### src/rtl/sram_ctrl_pkg.sv
`timescale 1ns/1ps
package sram_ctrl_pkg;

  typedef enum logic [2:0] {
    ST_IDLE,
    ST_RD_ACC,
    ST_RD_DONE,
    ST_WR_TURN,
    ST_WR_SETUP,
    ST_WR_PULSE,
    ST_WR_END
  } ctrl_state_t;

  // nanoseconds to clock cycles, rounded up, never below one cycle
  function automatic int ns_to_cyc(input int ns, input int period_ns);
    int c;
    c = (ns + period_ns - 1) / period_ns;
    if (c < 1) c = 1;
    return c;
  endfunction

  function automatic int imax(input int a, input int b);
    return (a > b) ? a : b;
  endfunction

endpackage

### src/rtl/sram_phase_timer.sv
`timescale 1ns/1ps
module sram_phase_timer #(
  parameter int CNT_W = 4
) (
  input  logic             clk,
  input  logic             rst,
  input  logic             load,
  input  logic [CNT_W-1:0] load_val,
  output logic             expired
);

  logic [CNT_W-1:0] cnt_q;

  // loaded with length-1 on phase entry, so a phase lasts length cycles
  always_ff @(posedge clk) begin
    if (rst) begin
      cnt_q <= '0;
    end else if (load) begin
      cnt_q <= load_val;
    end else if (cnt_q != '0) begin
      cnt_q <= cnt_q - CNT_W'(1);
    end
  end

  assign expired = (cnt_q == '0);

endmodule

### src/rtl/sram_req_latch.sv
`timescale 1ns/1ps
module sram_req_latch #(
  parameter int ADDR_W = 15,
  parameter int DATA_W = 8
) (
  input  logic              clk,
  input  logic              rst,
  input  logic              take,
  input  logic [ADDR_W-1:0] in_addr,
  input  logic [DATA_W-1:0] in_data,
  input  logic              in_wr,
  output logic [ADDR_W-1:0] out_addr,
  output logic [DATA_W-1:0] out_data,
  output logic              out_wr
);

  always_ff @(posedge clk) begin
    if (rst) begin
      out_addr <= '0;
      out_data <= '0;
      out_wr   <= 1'b0;
    end else if (take) begin
      out_addr <= in_addr;
      out_data <= in_data;
      out_wr   <= in_wr;
    end
  end

endmodule

### src/rtl/sram_rd_capture.sv
`timescale 1ns/1ps
module sram_rd_capture #(
  parameter int DATA_W = 8
) (
  input  logic              clk,
  input  logic              rst,
  input  logic              capture,
  input  logic [DATA_W-1:0] dq_in,
  output logic [DATA_W-1:0] rdata,
  output logic              rvalid
);

  always_ff @(posedge clk) begin
    if (rst) begin
      rdata  <= '0;
      rvalid <= 1'b0;
    end else begin
      rvalid <= capture;
      if (capture) rdata <= dq_in;
    end
  end

  AST_RVALID_SINGLE: assert property (@(posedge clk) disable iff (rst)
    rvalid |=> !rvalid);

endmodule

### src/rtl/sram_bus_ctrl.sv
`timescale 1ns/1ps
module sram_bus_ctrl
  import sram_ctrl_pkg::*;
#(
  parameter int ADDR_W        = 15,
  parameter int DATA_W        = 8,
  parameter int CLK_PERIOD_NS = 5,
  parameter int T_PWE         = 40,
  parameter int T_SD          = 25,
  parameter int T_AW          = 45,
  parameter int T_WC          = 55,
  parameter int T_AA          = 55,
  parameter int T_DOE         = 25,
  parameter int T_HZ          = 20
) (
  input  logic              clk,
  input  logic              rst,
  input  logic              host_req,
  input  logic              host_wr,
  input  logic [ADDR_W-1:0] host_addr,
  input  logic [DATA_W-1:0] host_wdata,
  output logic              host_ready,
  output logic [DATA_W-1:0] host_rdata,
  output logic              host_rvalid,
  output logic [ADDR_W-1:0] mem_addr,
  output logic              mem_ce_n,
  output logic              mem_oe_n,
  output logic              mem_we_n,
  output logic [DATA_W-1:0] mem_dq_o,
  output logic              mem_dq_t,
  input  logic [DATA_W-1:0] mem_dq_i
);

  localparam int RD_CYC  = imax(ns_to_cyc(T_AA, CLK_PERIOD_NS), ns_to_cyc(T_DOE, CLK_PERIOD_NS));
  localparam int HZ_CYC  = ns_to_cyc(T_HZ, CLK_PERIOD_NS);
  localparam int WE_CYC  = imax(imax(ns_to_cyc(T_PWE, CLK_PERIOD_NS), ns_to_cyc(T_SD, CLK_PERIOD_NS)),
                                imax(ns_to_cyc(T_AW, CLK_PERIOD_NS) - 1,
                                     imax(ns_to_cyc(T_WC, CLK_PERIOD_NS) - 2, 1)));
  localparam int MAX_CYC = imax(RD_CYC, imax(HZ_CYC, WE_CYC));
  localparam int CNT_W   = $clog2(MAX_CYC + 1);

  ctrl_state_t      state_q, nxt;
  logic             take;
  logic             t_load;
  logic [CNT_W-1:0] t_val;
  logic             t_expired;
  logic             turn_pend_q;
  logic             op_wr_q;
  logic             rd_cap;

  sram_phase_timer #(.CNT_W(CNT_W)) u_timer (
    .clk      (clk),
    .rst      (rst),
    .load     (t_load),
    .load_val (t_val),
    .expired  (t_expired)
  );

  sram_req_latch #(.ADDR_W(ADDR_W), .DATA_W(DATA_W)) u_latch (
    .clk      (clk),
    .rst      (rst),
    .take     (take),
    .in_addr  (host_addr),
    .in_data  (host_wdata),
    .in_wr    (host_wr),
    .out_addr (mem_addr),
    .out_data (mem_dq_o),
    .out_wr   (op_wr_q)
  );

  assign rd_cap = (state_q == ST_RD_ACC) && t_expired;

  sram_rd_capture #(.DATA_W(DATA_W)) u_rdcap (
    .clk     (clk),
    .rst     (rst),
    .capture (rd_cap),
    .dq_in   (mem_dq_i),
    .rdata   (host_rdata),
    .rvalid  (host_rvalid)
  );

  // next state
  always_comb begin
    nxt  = state_q;
    take = 1'b0;
    case (state_q)
      ST_IDLE: begin
        if (host_req) begin
          take = 1'b1;
          if (!host_wr)        nxt = ST_RD_ACC;
          else if (turn_pend_q) nxt = ST_WR_TURN;
          else                 nxt = ST_WR_SETUP;
        end
      end
      ST_RD_ACC:   if (t_expired) nxt = ST_RD_DONE;
      ST_RD_DONE:  nxt = ST_IDLE;
      ST_WR_TURN:  if (t_expired) nxt = ST_WR_SETUP;
      ST_WR_SETUP: nxt = ST_WR_PULSE;
      ST_WR_PULSE: if (t_expired) nxt = ST_WR_END;
      ST_WR_END:   nxt = ST_IDLE;
      default:     nxt = ST_IDLE;
    endcase
  end

  // phase length loaded on entry into a counted phase
  always_comb begin
    t_load = 1'b0;
    t_val  = '0;
    if (nxt != state_q) begin
      case (nxt)
        ST_RD_ACC:   begin t_load = 1'b1; t_val = CNT_W'(RD_CYC - 1); end
        ST_WR_TURN:  begin t_load = 1'b1; t_val = CNT_W'(HZ_CYC - 1); end
        ST_WR_PULSE: begin t_load = 1'b1; t_val = CNT_W'(WE_CYC - 1); end
        default:     begin t_load = 1'b0; t_val = '0; end
      endcase
    end
  end

  // state and glitch-free registered pin decode
  always_ff @(posedge clk) begin
    if (rst) begin
      state_q     <= ST_IDLE;
      turn_pend_q <= 1'b0;
      host_ready  <= 1'b1;
      mem_ce_n    <= 1'b1;
      mem_oe_n    <= 1'b1;
      mem_we_n    <= 1'b1;
      mem_dq_t    <= 1'b0;
    end else begin
      state_q    <= nxt;
      host_ready <= (nxt == ST_IDLE);
      mem_ce_n   <= !((nxt == ST_RD_ACC) || (nxt == ST_WR_SETUP) || (nxt == ST_WR_PULSE));
      mem_oe_n   <= !(nxt == ST_RD_ACC);
      mem_we_n   <= !(nxt == ST_WR_PULSE);
      mem_dq_t   <= (nxt == ST_WR_SETUP) || (nxt == ST_WR_PULSE);
      if (nxt == ST_RD_ACC)
        turn_pend_q <= 1'b1;
      else if ((state_q == ST_WR_TURN) && t_expired)
        turn_pend_q <= 1'b0;
    end
  end

  AST_AFTER_RESET: assert property (@(posedge clk) disable iff (rst)
    $past(rst) |-> (host_ready && mem_ce_n && mem_oe_n && mem_we_n && !mem_dq_t && !host_rvalid));

  AST_READY_IDLE_PINS: assert property (@(posedge clk) disable iff (rst)
    host_ready |-> (mem_ce_n && !mem_dq_t));

  AST_RELEASE_WITH_WE: assert property (@(posedge clk) disable iff (rst)
    $rose(mem_we_n) |-> (!mem_dq_t && mem_ce_n));

  AST_ADDR_HELD_WRITE: assert property (@(posedge clk) disable iff (rst)
    !mem_we_n |=> $stable(mem_addr));

  AST_DRIVE_ONLY_WRITE: assert property (@(posedge clk) disable iff (rst)
    mem_dq_t |-> (mem_oe_n && !mem_ce_n));

  AST_WE_NEEDS_CE: assert property (@(posedge clk) disable iff (rst)
    !mem_we_n |-> (!mem_ce_n && mem_oe_n));

  AST_OE_NEEDS_CE: assert property (@(posedge clk) disable iff (rst)
    !mem_oe_n |-> (!mem_ce_n && mem_we_n));

  AST_DIR_WRITE: assert property (@(posedge clk) disable iff (rst)
    !mem_we_n |-> op_wr_q);

  AST_DIR_READ: assert property (@(posedge clk) disable iff (rst)
    !mem_oe_n |-> !op_wr_q);

endmodule

### config.mk
export PLATFORM = sky130hd
export DESIGN_NAME = sram_bus_ctrl
export DESIGN_NICKNAME = d
export VERILOG_FILES = /design/src/rtl/sram_ctrl_pkg.sv /design/src/rtl/sram_phase_timer.sv /design/src/rtl/sram_req_latch.sv /design/src/rtl/sram_rd_capture.sv /design/src/rtl/sram_bus_ctrl.sv
export SDC_FILE = /design/constraint.sdc
export NUM_CORES = 1
export LEC_CHECK = 0
export BUFFER_PORTS_ARGS = -buffer_cell sky130_fd_sc_hd__buf_2
export CORE_MARGIN = 2
export CORE_UTILIZATION = 37
export CTS_CLUSTER_DIAMETER = 200
export CTS_CLUSTER_SIZE = 28
export DETAILED_ROUTE_END_ITERATION = 12
export PLACE_DENSITY = 0.61
export SLEW_MARGIN = 15
export SYNTH_ARGS = -nofsm -noshare
export SYNTH_HDL_FRONTEND = slang
export SYNTH_SLANG_ARGS = --single-unit
### constraint.sdc
create_clock -name clk -period 3.8 [get_ports clk]
set_input_delay 0.76 -clock clk [delete_from_list [all_inputs] [get_ports clk]]
set_output_delay 0.76 -clock clk [all_outputs]
set_load 0.005 [all_outputs]
==> metrics.txt <==
Finished Layout Cells 323; relative slew slack 0.3756; # diodes 0; Avg Inst Size Synth 8.752 um^2; share of layout cells above drive strength 1 0.3197; ys async rst share 0; met3 GRT Util 0.05801; CP Capture Type flop; Post-Synthesis Cells 202; MaxCap Viol Count 0; crit path launch type flop; CP bufs+invs 1; clk_skew 5.786 ps; Total Nets Final 305; max incr delay on CP 480 ps; die extent in x 73.13 um; clock-pin slew on the worst setup and hold paths 80 ps; worst-margin pin slew 933.8 ps; Placer Congestion 0.8315; synthesized net count 239; clock buffer depth 2; Core ar. 4661 um^2; initial antenna violation count 0; Pleak 1.012 nW; ANT nets after route 0; CTS tree done; hpwl dp 2612 um; Final Power 0.001618 W; Initial DRC Count 40; Starting Density 0.3793; CP max stage cell and4_2; status completed; Min Hold Slack 454.0 ps; Worst Path Class, Setup reg2reg; hold buffers post-CTS 0; Final Max Tran Viols 0; Largest delay share family, worst path simple AND/OR/NAND/NOR gates; Placed Instances 315; most common cell after layout, fill and taps aside buf_2; pwr/cell area 718.2 nW/um^2; number of global-route vias before repair 1375; Final Worst Setup Slack 1887 ps; worst min-delay path class reg2reg; total CTS buffers 5; Max rail drop VDD 0.2518 mV; Fmax 0.5228 GHz; Final Setup Violations 0; Final Hold Viols 0; #FFs+latches synth 45; Place WS 1572 ps; 1st-pass router iterations 4; RSZ-0062 raised after global routing no; layer with the highest usage met2; first-pass GRT wire length 5878 um; CP Data Arrival Time 2080 ps; root buffer cell clkbuf_8; largest net degree at the start of global routing 44; post-route setup TNS 0 ps; Boundary Pins 72; sequence of cells on the critical path inv_1 > ha_1 > nor3b_4 > and4_2 > mux2i_1 > nor2_1; # clock sinks 45; Final min period 1913 ps; Post-synth top flop dfxtp_1; Die ar. 5347 um^2; Clock Latency Late Sink 300 ps; Area Growth Syn to Fin 27.46%; FP Rows 25; crit-path max FO 9; DR vias/cell 4.805; register area share after synthesis 0.5096; worst path required time 3970 ps; Yosys cell types 40; met1 GRT Util 0.1774; Final Cycle Share 0.5033; number of post-CTS setup repair buffers 0; total number of vias 1552; WL/cell 11.71 um; Mapped Area 1768 um^2; Post-synth EDFFs 0; final wirelength 3781 um; most frequent cells in the layout buf_2, nand2_1, dfxtp_1, a21oi_1, nor2_1; total grt overflow 0; input/output buffers 71; post-cts gate resize count 0; DRC errors left 0; Die Y 73.13 um; met2 usage 0.2222; GRT Overall Usage 0.1433; YS warnings 0; H-tree levels 2
## power breakdown
| group | switching (W) | total, W | internal [W] |
|---|---|---|---|
| sequential | 0.0000932 | 0.000682 | 0.000589 |
| clock | 0.000162 | 0.000359 | 0.000197 |
| combinational | 0.000303 | 0.000577 | 0.000274 |
## registers in the layout, indices dropped and copies added, names as in the netlist
name / cells
mem_oe_n: 1
mem_we_n: 1
u_latch.out_addr: 15
state_q: 3
mem_ce_n: 1
host_ready: 1
u_timer.cnt_q: 4
u_latch.out_data: 8
u_rdcap.rdata: 8
turn_pend_q: 1
u_rdcap.rvalid: 1
mem_dq_t: 1
## worst register-to-register path: stages (launching register included)
cell and delay (ps):
dfxtp_1 340, inv_1 90, ha_1 180, nor3b_4 420, and4_2 480, mux2i_1 230, nor2_1 50
## path summary, 6_finish.rpt
kind                                           start                    to  slack, ps  depth (start not counted)
worst max-delay path                u_timer.cnt_q[0]      u_rdcap.rdata[0]       1890                          6
worst min-delay path            u_latch.out_addr[14]  u_latch.out_addr[14]        450                          2
worst max register to register      u_timer.cnt_q[0]      u_rdcap.rdata[0]       1890                          6
worst min register to register  u_latch.out_addr[14]  u_latch.out_addr[14]        450                          2
## per-stage QoR
step	area (um^2)	util
finish	2253	0.4835
global route	2253	0.4835
CTS	2253	0.4835
detailed placement	2142	0.4596
global placement	2142	0.4596
floorplan	1768	-
## per-layer routing
layer / routed length [um] / share of wire / up-vias
li1: - / - / 808
met5: 0 / 0 / -
met3: 263 / 0.070 / 6
met2: 1703 / 0.45 / 47
met4: 59 / 0.016 / 0
met1: 1755 / 0.46 / 691
## logic make-up (layout without fill, tap and decap cells)
kind of cell             count (synthesis)  count (layout)  share of synthesized area
buffers and inverters                   19              86                    0.04458
multiplexers                            10              10                    0.05662
XOR/XNOR                                 2               2                   0.009910
AND/OR/NAND/NOR                         84              84                     0.2343
adder cells (fa/ha/maj)                  2               2                    0.01415
AO/OA/AOI/OAI                           40              40                     0.1309
flip-flops                              45              45                     0.5096
## final cells by class
cell class,count,area [um^2]
Multi-Input combinational cell,138,788.3
Tap cell,54,67.56
Clock buffer,6,72.57
Inverter,6,22.52
Timing Repair Buffer,72,362.8
Clock inverter,2,38.79
Fill cell,473,2407
Sequential cell,45,900.9
## cells in the mapped netlist, drive strengths merged, types with 2 or more instances
library cell   n  area (um^2)
nor3           3        15.01
nor4           2        12.51
o21ai          4        20.01
a21oi         27        138.9
nor3b          2        26.28
nor2          14        52.55
nand2b         2        12.51
ha             2        25.02
xnor2          2        17.52
inv            6        22.52
clkbuf         9        33.78
nand3b         2        15.01
nand2         48        180.2
dfxtp         45        900.9
buf            4        22.52
mux2i         10        100.1
(Power assumes the default switching activity.)
